--- src/rtl/kwd_pkg.sv ---
// Shared types for the keyed watchdog.
// Assumes: nothing beyond IEEE 1800-2017 packages.
package kwd_pkg;

    // Two-state key sequence tracker.
    typedef enum logic {
        KEY_IDLE  = 1'b0,
        KEY_ARMED = 1'b1
    } key_state_e;

endpackage

--- src/rtl/kwd_key_detect.sv ---
// Key sequence detector: raises key_ok combinationally on the write that
// completes KEY_A followed directly by KEY_B.
// Assumes: wr_en is a one-clock strobe addressed only to the key register;
// clr is a synchronous clear coming from the watchdog reset pulse.
module kwd_key_detect
    import kwd_pkg::*;
#(
    parameter int          DATA_W = 8,
    parameter logic [7:0]  KEY_A  = 8'h1E,
    parameter logic [7:0]  KEY_B  = 8'hE1
) (
    input  logic              clk,
    input  logic              rst_n,
    input  logic              clr,
    input  logic              wr_en,
    input  logic [DATA_W-1:0] wr_data,
    output logic              key_ok
);

    localparam logic [DATA_W-1:0] OPEN_KEY  = DATA_W'(KEY_A);
    localparam logic [DATA_W-1:0] CLOSE_KEY = DATA_W'(KEY_B);

    key_state_e state_q, state_d;

    // Next-state and completion decode for the key sequence.
    always_comb begin
        state_d = state_q;
        key_ok  = 1'b0;
        if (wr_en) begin
            unique case (state_q)
                KEY_IDLE:  state_d = (wr_data == OPEN_KEY) ? KEY_ARMED : KEY_IDLE;
                KEY_ARMED: begin
                    key_ok  = (wr_data == CLOSE_KEY);
                    state_d = KEY_IDLE;
                end
                default:   state_d = KEY_IDLE;
            endcase
        end
    end

    // State register, cleared by hardware reset and by the watchdog pulse.
    always_ff @(posedge clk) begin
        if (!rst_n || clr) state_q <= KEY_IDLE;
        else               state_q <= state_d;
    end

    // the armed state is entered only right after an opening-key write.
    a_r3_armed_after_open: assert property (@(posedge clk) disable iff (!rst_n)
        (state_q == KEY_ARMED && $past(state_q) == KEY_IDLE)
            |-> $past(wr_en && wr_data == OPEN_KEY));

    // any write seen in the armed state leaves it.
    a_r3_single_chance: assert property (@(posedge clk) disable iff (!rst_n)
        (state_q == KEY_ARMED && wr_en) |=> (state_q == KEY_IDLE));

endmodule

--- src/rtl/kwd_counter.sv ---
// Watchdog count: arms on the first key, clears on later keys, advances on
// machine-cycle ticks subject to idle and power-down gating, and flags the
// edge where the count reaches its top value.
// Assumes: clr is held for the whole reset pulse; wake_pin low = asserted.
module kwd_counter #(
    parameter int CNT_W = 14
) (
    input  logic clk,
    input  logic rst_n,
    input  logic clr,
    input  logic key_ok,
    input  logic tick,
    input  logic idle,
    input  logic idle_halt,
    input  logic pdown,
    input  logic wake_pin,
    output logic ovf
);

    localparam logic [CNT_W-1:0] TOP_VAL  = {CNT_W{1'b1}};
    localparam logic [CNT_W-1:0] LAST_VAL = TOP_VAL - 1'b1;

    logic             enabled_q;
    logic [CNT_W-1:0] count_q;
    logic             wake_hold_q;
    logic             gate_ok;
    logic             adv;

    // Tick qualification from the low-power state.
    always_comb begin
        gate_ok = !pdown
                  && !(wake_hold_q && !wake_pin)
                  && !(idle && idle_halt);
        adv     = enabled_q && tick && gate_ok && (count_q != TOP_VAL) && !key_ok;
        ovf     = adv && (count_q == LAST_VAL);
    end

    // Hold flag: set in power-down, dropped once the wake pin reads high.
    always_ff @(posedge clk) begin
        if (!rst_n || clr)  wake_hold_q <= 1'b0;
        else if (pdown)     wake_hold_q <= 1'b1;
        else if (wake_pin)  wake_hold_q <= 1'b0;
    end

    // Arm flag: set by a completed key, cleared only by a reset.
    always_ff @(posedge clk) begin
        if (!rst_n || clr) enabled_q <= 1'b0;
        else if (key_ok)   enabled_q <= 1'b1;
    end

    // Count register: key clears it, qualified ticks advance it.
    always_ff @(posedge clk) begin
        if (!rst_n || clr) count_q <= '0;
        else if (key_ok)   count_q <= '0;
        else if (adv)      count_q <= count_q + 1'b1;
    end

    // arming happens only through a completed key sequence.
    a_r2_arm_by_key: assert property (@(posedge clk) disable iff (!rst_n)
        $rose(enabled_q) |-> $past(key_ok));

    // nothing but a reset pulse disarms the watchdog.
    a_r4_no_disarm: assert property (@(posedge clk) disable iff (!rst_n)
        (enabled_q && !clr) |=> enabled_q);

    // halted idle keeps the count frozen.
    a_r7_idle_frozen: assert property (@(posedge clk) disable iff (!rst_n)
        (idle && idle_halt && !key_ok && !clr) |=> $stable(count_q));

    // power-down keeps the count frozen.
    a_r8_pdown_frozen: assert property (@(posedge clk) disable iff (!rst_n)
        (pdown && !key_ok && !clr) |=> $stable(count_q));

    // after the reset pulse the watchdog is disarmed and zeroed.
    a_r9_clean_after_pulse: assert property (@(posedge clk) disable iff (!rst_n)
        $fell(clr) |-> (!enabled_q && count_q == '0));

endmodule

--- src/rtl/kwd_pulse.sv ---
// Fixed-length pulse generator: starting from an idle state, a start strobe
// produces exactly PULSE_LEN cycles of active.
// Assumes: start is ignored while a pulse is running.
module kwd_pulse #(
    parameter int PULSE_LEN = 98
) (
    input  logic clk,
    input  logic rst_n,
    input  logic start,
    output logic active
);

    localparam int            PW       = $clog2(PULSE_LEN + 1);
    localparam logic [PW-1:0] LOAD_VAL = PW'(PULSE_LEN);

    logic [PW-1:0] left_q;

    // Remaining pulse length, loaded on start and run down to zero.
    always_ff @(posedge clk) begin
        if (!rst_n)                         left_q <= '0;
        else if (start && left_q == '0)     left_q <= LOAD_VAL;
        else if (left_q != '0)              left_q <= left_q - 1'b1;
    end

    // Output decode of the running pulse.
    always_comb active = (left_q != '0);

    // every pulse begins at the full length.
    a_r5_full_length: assert property (@(posedge clk) disable iff (!rst_n)
        $rose(active) |-> (left_q == LOAD_VAL && $past(start)));

    // the remaining length never exceeds the configured pulse.
    a_r5_bounded: assert property (@(posedge clk) disable iff (!rst_n)
        left_q <= LOAD_VAL);

endmodule

--- src/rtl/keyed_wdog.sv ---
// Keyed watchdog top: joins the key detector, the gated counter and the
// reset pulse generator, and masks the external reset when configured.
// Assumes: one clock domain; all inputs are synchronous to clk.
module keyed_wdog #(
    parameter int         CNT_W     = 14,
    parameter int         PULSE_LEN = 98,
    parameter logic [7:0] KEY_A     = 8'h1E,
    parameter logic [7:0] KEY_B     = 8'hE1
) (
    input  logic       clk,
    input  logic       rst_n,
    input  logic       wr_en,
    input  logic [7:0] wr_data,
    input  logic       cyc_tick,
    input  logic       idle,
    input  logic       pdown,
    input  logic       wake_pin,
    input  logic       cfg_rst_out_dis,
    input  logic       cfg_idle_halt,
    output logic       rst_out,
    output logic       rst_req
);

    logic key_ok;
    logic ovf;
    logic pulse_on;

    kwd_key_detect #(
        .DATA_W (8),
        .KEY_A  (KEY_A),
        .KEY_B  (KEY_B)
    ) u_key (
        .clk     (clk),
        .rst_n   (rst_n),
        .clr     (pulse_on),
        .wr_en   (wr_en),
        .wr_data (wr_data),
        .key_ok  (key_ok)
    );

    kwd_counter #(
        .CNT_W (CNT_W)
    ) u_cnt (
        .clk       (clk),
        .rst_n     (rst_n),
        .clr       (pulse_on),
        .key_ok    (key_ok),
        .tick      (cyc_tick),
        .idle      (idle),
        .idle_halt (cfg_idle_halt),
        .pdown     (pdown),
        .wake_pin  (wake_pin),
        .ovf       (ovf)
    );

    kwd_pulse #(
        .PULSE_LEN (PULSE_LEN)
    ) u_pulse (
        .clk    (clk),
        .rst_n  (rst_n),
        .start  (ovf),
        .active (pulse_on)
    );

    // Output drive: internal request always, pin only when not masked.
    always_comb begin
        rst_req = pulse_on;
        rst_out = pulse_on && !cfg_rst_out_dis;
    end

    // no reset activity right after a hardware reset.
    a_r1_quiet_after_reset: assert property (@(posedge clk)
        $past(!rst_n) |-> (!rst_req && !rst_out));

    // the pin pulse never appears without the internal request.
    a_r6_out_within_req: assert property (@(posedge clk) disable iff (!rst_n)
        rst_out |-> rst_req);

endmodule

--- config.mk ---
export PLATFORM = sky130hd
export DESIGN_NAME = keyed_wdog
export DESIGN_NICKNAME = d
export VERILOG_FILES = /design/src/rtl/kwd_pkg.sv /design/src/rtl/kwd_key_detect.sv /design/src/rtl/kwd_counter.sv /design/src/rtl/kwd_pulse.sv /design/src/rtl/keyed_wdog.sv
export SDC_FILE = /design/constraint.sdc
export NUM_CORES = 1
export LEC_CHECK = 0
export ABC_AREA = 0
export CAP_MARGIN = 20
export CORE_UTILIZATION = 25
export CTS_CLUSTER_DIAMETER = 80
export DETAILED_ROUTE_END_ITERATION = 12
export PLACE_DENSITY_LB_ADDON = 0.08
export SETUP_SLACK_MARGIN = 0.4
export SLEW_MARGIN = 10
export SYNTH_ARGS = -nofsm -noshare
export SYNTH_HDL_FRONTEND = slang
export SYNTH_SLANG_ARGS = --single-unit
--- constraint.sdc ---
create_clock -name clk -period 2 [get_ports clk]
set_clock_uncertainty 0.2 [all_clocks]
set_input_delay 0.4 -clock clk [delete_from_list [all_inputs] [get_ports clk]]
set_output_delay 0.4 -clock clk [all_outputs]
set_load 0.01 [all_outputs]
==> run_results.csv <==
group,metric,value,unit
route,final_antenna_net_count,0,
clock_network,cts_buffer_depth,2,
final_layout,antenna_cells,0,
timing,worst_pin_slew,0.345,ns
final_layout,drive_above_1_share,53.2,%
critical_path,startpoint,"u_pulse.left_q[5]$_SDFFE_PN0P_",
global_route,grt_pass1_wl,6.41,mm
timing,final_max_slew_viol_count,0,
clock_network,cts_sinks,24,
final_layout,nNetsFinal,240,
timing,max-slew-margin-rel,76.9,%
floorplan,io_pins,19,
global_route,grtUsageTotal,15.3,%
final_layout,fin_area,2250,um2
critical_path,rr_endpoint,"u_cnt.count_q[2]$_SDFFE_PP0P_",
run_status,status,"finished with violations",
clock_network,numCtsBuffers,3,
route,dr.pass1.iters,4,
critical_path,reg2reg_depth,7,
placed_design,io_buffers,18,
critical_path,required,1.40,ns
floorplan,num_rows,25,
placed_design,routabilityCongestion,0.711,
global_route,grt_max_degree,14,
timing,fin_crit_sh,102,%
placed_design,post-dp-hpwl,2.46,mm
route,viasPerCell,4.92,
critical_path,critPathMaxFanout,2,
global_route,antenna_found_initial,0,
floorplan,die_w,74.0,um
route,drc_errors,0,
critical_path,arrival,1.44,ns
timing,min_period,2.04,ns
yosys,ys_types,40,
yosys,syn_nets,168,
yosys,yosysSeqAreaShare,37.0,%
yosys,ys_ff_latch,24,
placed_design,placed_cells,255,
yosys,synthCells,147,
timing,setup_tns,-0.149,ns
global_route,grt_pass1_vias,1419,
timing,fmax,489,MHz
clock_network,clk_pin_slew,0.09,ns
route,totalWireLength,3.90,mm
pwr,power_density,844,nW/um2
critical_path,crit_path_end,"rst_req",
min_path,hold_path_class,"flop to flop",
floorplan,coreArea,4850,um2
critical_path,critPathCaptureType,"output pin",
run,cap_violations,0,
critical_path,worst_path_most_repeated_cell,"buf_6",
clock_network,cts-root-buf,"clkbuf_8",
final_layout,fin_util,46.4,%
global_route,grt-ovfl-total,0,
placed_design,placed_area,1800,um2
clock_network,insertion_delay,0.27,ns
floorplan,start_util,26.8,%
timing,worst_hold_slack,0.280,ns
floorplan,die_h,74.0,um
critical_path,critPathLaunchType,"flop",
critical_path,ff2ff_setup_slack,-0.04,ns
pwr,p_leak,0.802,nW
yosys,syn_area,1300,um2
route,drt_iter0_drc,38,
pwr,peakVddDrop,0.000351,V
critical_path,crit_path_top_delay_cell,"dfxtp_2",
final_layout,fill_cells,492,
route,wl_per_cell,13.7,um
final_layout,area_growth,73.5,%
critical_path,crit_chain,"nor4_4 -> and3b_2 -> buf_6 -> inv_4 -> buf_6",
yosys,postSynthAreaPerCell,8.83,um2
run_status,violations,"setup timing",
clock_network,tritoncts,"done",
timing,rsz0062_at_grt,"yes",
timing,hold_violations,0,
timing,setup_viol,4,
critical_path,crit_path_max_incr_delay,0.34,ns
critical_path,r2r_start,"u_pulse.left_q[5]$_SDFFE_PN0P_",
clock_network,cts_hold_buf,0,
critical_path,path_class,"flop to output pin",
route,dr_total_vias,1402,
yosys,yosysWarnings,0,
floorplan,fp.dieArea,5480,um2
timing,setup_slack,-0.0444,ns
clock_network,ctsHtreeMaxLevel,1,
final_layout,stdcell_count,285,
[layout by cell type, fill, tap and decap left out, types with 5 or more instances in the layout]
cell type / instances
inv_1: 7
dfxtp_2: 11
a21oi_1: 5
nand4_1: 5
or3_1: 6
buf_6: 17
dlygate4sd2_1: 10
nand2_1: 8
nor2_1: 7
nand3_4: 5
buf_4: 35
o31ai_1: 5
dfxtp_1: 10
a21oi_2: 7
[metal layers]
metal	up-vias	part of all wire [%]	track usage, %
li1	699	-	-
met1	691	43	18.2
met2	10	54	27.8
met3	2	1.9	3.25
met4	0	0.44	4.27
met5	-	0	0
[layout make-up]
| class | instances | area, um2 | share of cell area (%) |
|---|---|---|---|
| multi-input combinational | 114 | 982 | 43.6 |
| timing repair buffer | 68 | 602 | 26.7 |
| sequential | 24 | 505 | 22.5 |
| tap | 67 | 83.8 | 3.72 |
| clock buffer | 4 | 45.0 | 2.00 |
| inverter | 8 | 32.5 | 1.45 |
[Yosys cell counts, drive strengths merged]
| cell | count | area, um2 |
|---|---|---|
| a2111oi | 1 | 27.5 |
| a21oi | 12 | 60.1 |
| a221oi | 1 | 8.76 |
| a31oi | 1 | 6.26 |
| and3b | 1 | 8.76 |
| and4 | 1 | 8.76 |
| and4b | 1 | 10.0 |
| buf | 4 | 47.5 |
| dfxtp | 24 | 480 |
| ha | 4 | 50.1 |
| inv | 8 | 30.0 |
| nand2 | 11 | 41.3 |
| nand2b | 1 | 6.26 |
| nand3 | 9 | 55.1 |
| nand4 | 7 | 56.3 |
| nand4b | 2 | 17.5 |
| nor2 | 13 | 48.8 |
| nor2b | 1 | 6.26 |
| nor3 | 3 | 15.0 |
| nor4 | 3 | 33.8 |
| nor4b | 2 | 17.5 |
| nor4bb | 1 | 10.0 |
| o211ai | 2 | 15.0 |
| o21a | 1 | 7.51 |
| o21ai | 6 | 30.0 |
| o22ai | 1 | 6.26 |
| o31ai | 6 | 45.0 |
| or2 | 3 | 18.8 |
| or3 | 6 | 37.5 |
| or4 | 7 | 56.3 |
| xnor2 | 3 | 26.3 |
| xor2 | 1 | 8.76 |
[cells by family (layout without fill, tap and decap cells)]
| kind of cell | Yosys count | count (layout) | synth area share [%] |
|---|---|---|---|
| AOI/OAI and AO/OA | 31 | 31 | 15.9 |
| DFF | 24 | 24 | 37.0 |
| buffers and inverters | 12 | 80 | 5.98 |
| and+or+nand+nor | 72 | 75 | 34.5 |
| xor gates and xnor gates | 4 | 4 | 2.70 |
| adders and majority gates | 4 | 4 | 3.86 |
[registers in the layout, summed over array words and instances (netlist names)]
register           flops
u_cnt.count_q         14
u_cnt.enabled_q        1
u_pulse.left_q         7
u_key.state_q          1
u_cnt.wake_hold_q      1
[worst min-delay path by stage]
stage                                           to                      startpoint  slack [ns]  depth (start not counted)
floorplan           u_pulse.left_q[0]$_SDFFE_PP0N_  u_pulse.left_q[0]$_SDFFE_PP0N_        0.23                          1
global placement    u_cnt.count_q[13]$_SDFFE_PP0P_  u_cnt.count_q[13]$_SDFFE_PP0P_        0.25                          2
detailed placement  u_cnt.count_q[13]$_SDFFE_PP0P_  u_cnt.count_q[13]$_SDFFE_PP0P_        0.27                          2
CTS                 u_cnt.count_q[13]$_SDFFE_PP0P_  u_cnt.count_q[13]$_SDFFE_PP0P_        0.28                          2
global route          u_cnt.enabled_q$_SDFFE_PP0P_    u_cnt.enabled_q$_SDFFE_PP0P_        0.31                          2
finish                u_cnt.enabled_q$_SDFFE_PP0P_    u_cnt.enabled_q$_SDFFE_PP0P_        0.28                          2
[stage by stage]
step	total power, mW	setup slack (ns)
6_report	1.90	-0.0444
5_1_grt	2.02	-0.117
4_1_cts	1.81	-0.0438
3_5_place_dp	1.30	-0.456
3_3_place_gp	1.29	-0.401
2_1_floorplan	0.975	0.151
[timing repair]
item,4_1_cts,5_1_grt
pin swaps,31,12
buffers inserted,18,5
endpoints found under the setup margin,23,25
gates resized for setup,56,23
gates cloned,3,0
[power breakdown]
| group | total, mW | internal [mW] | switching, mW |
|---|---|---|---|
| clock network | 0.302 | 0.143 | 0.160 |
| registers | 0.575 | 0.536 | 0.0395 |
| logic | 1.02 | 0.575 | 0.448 |
| total | 1.90 | 1.25 | 0.647 |
[worst max-delay path, delay by kind of cell (launching register included)]
family | cells | cell delay [ns]
simple gates | 2 | 0.59
flops | 1 | 0.34
buf+inv | 3 | 0.24
Power figures use the tool's default switching activity.
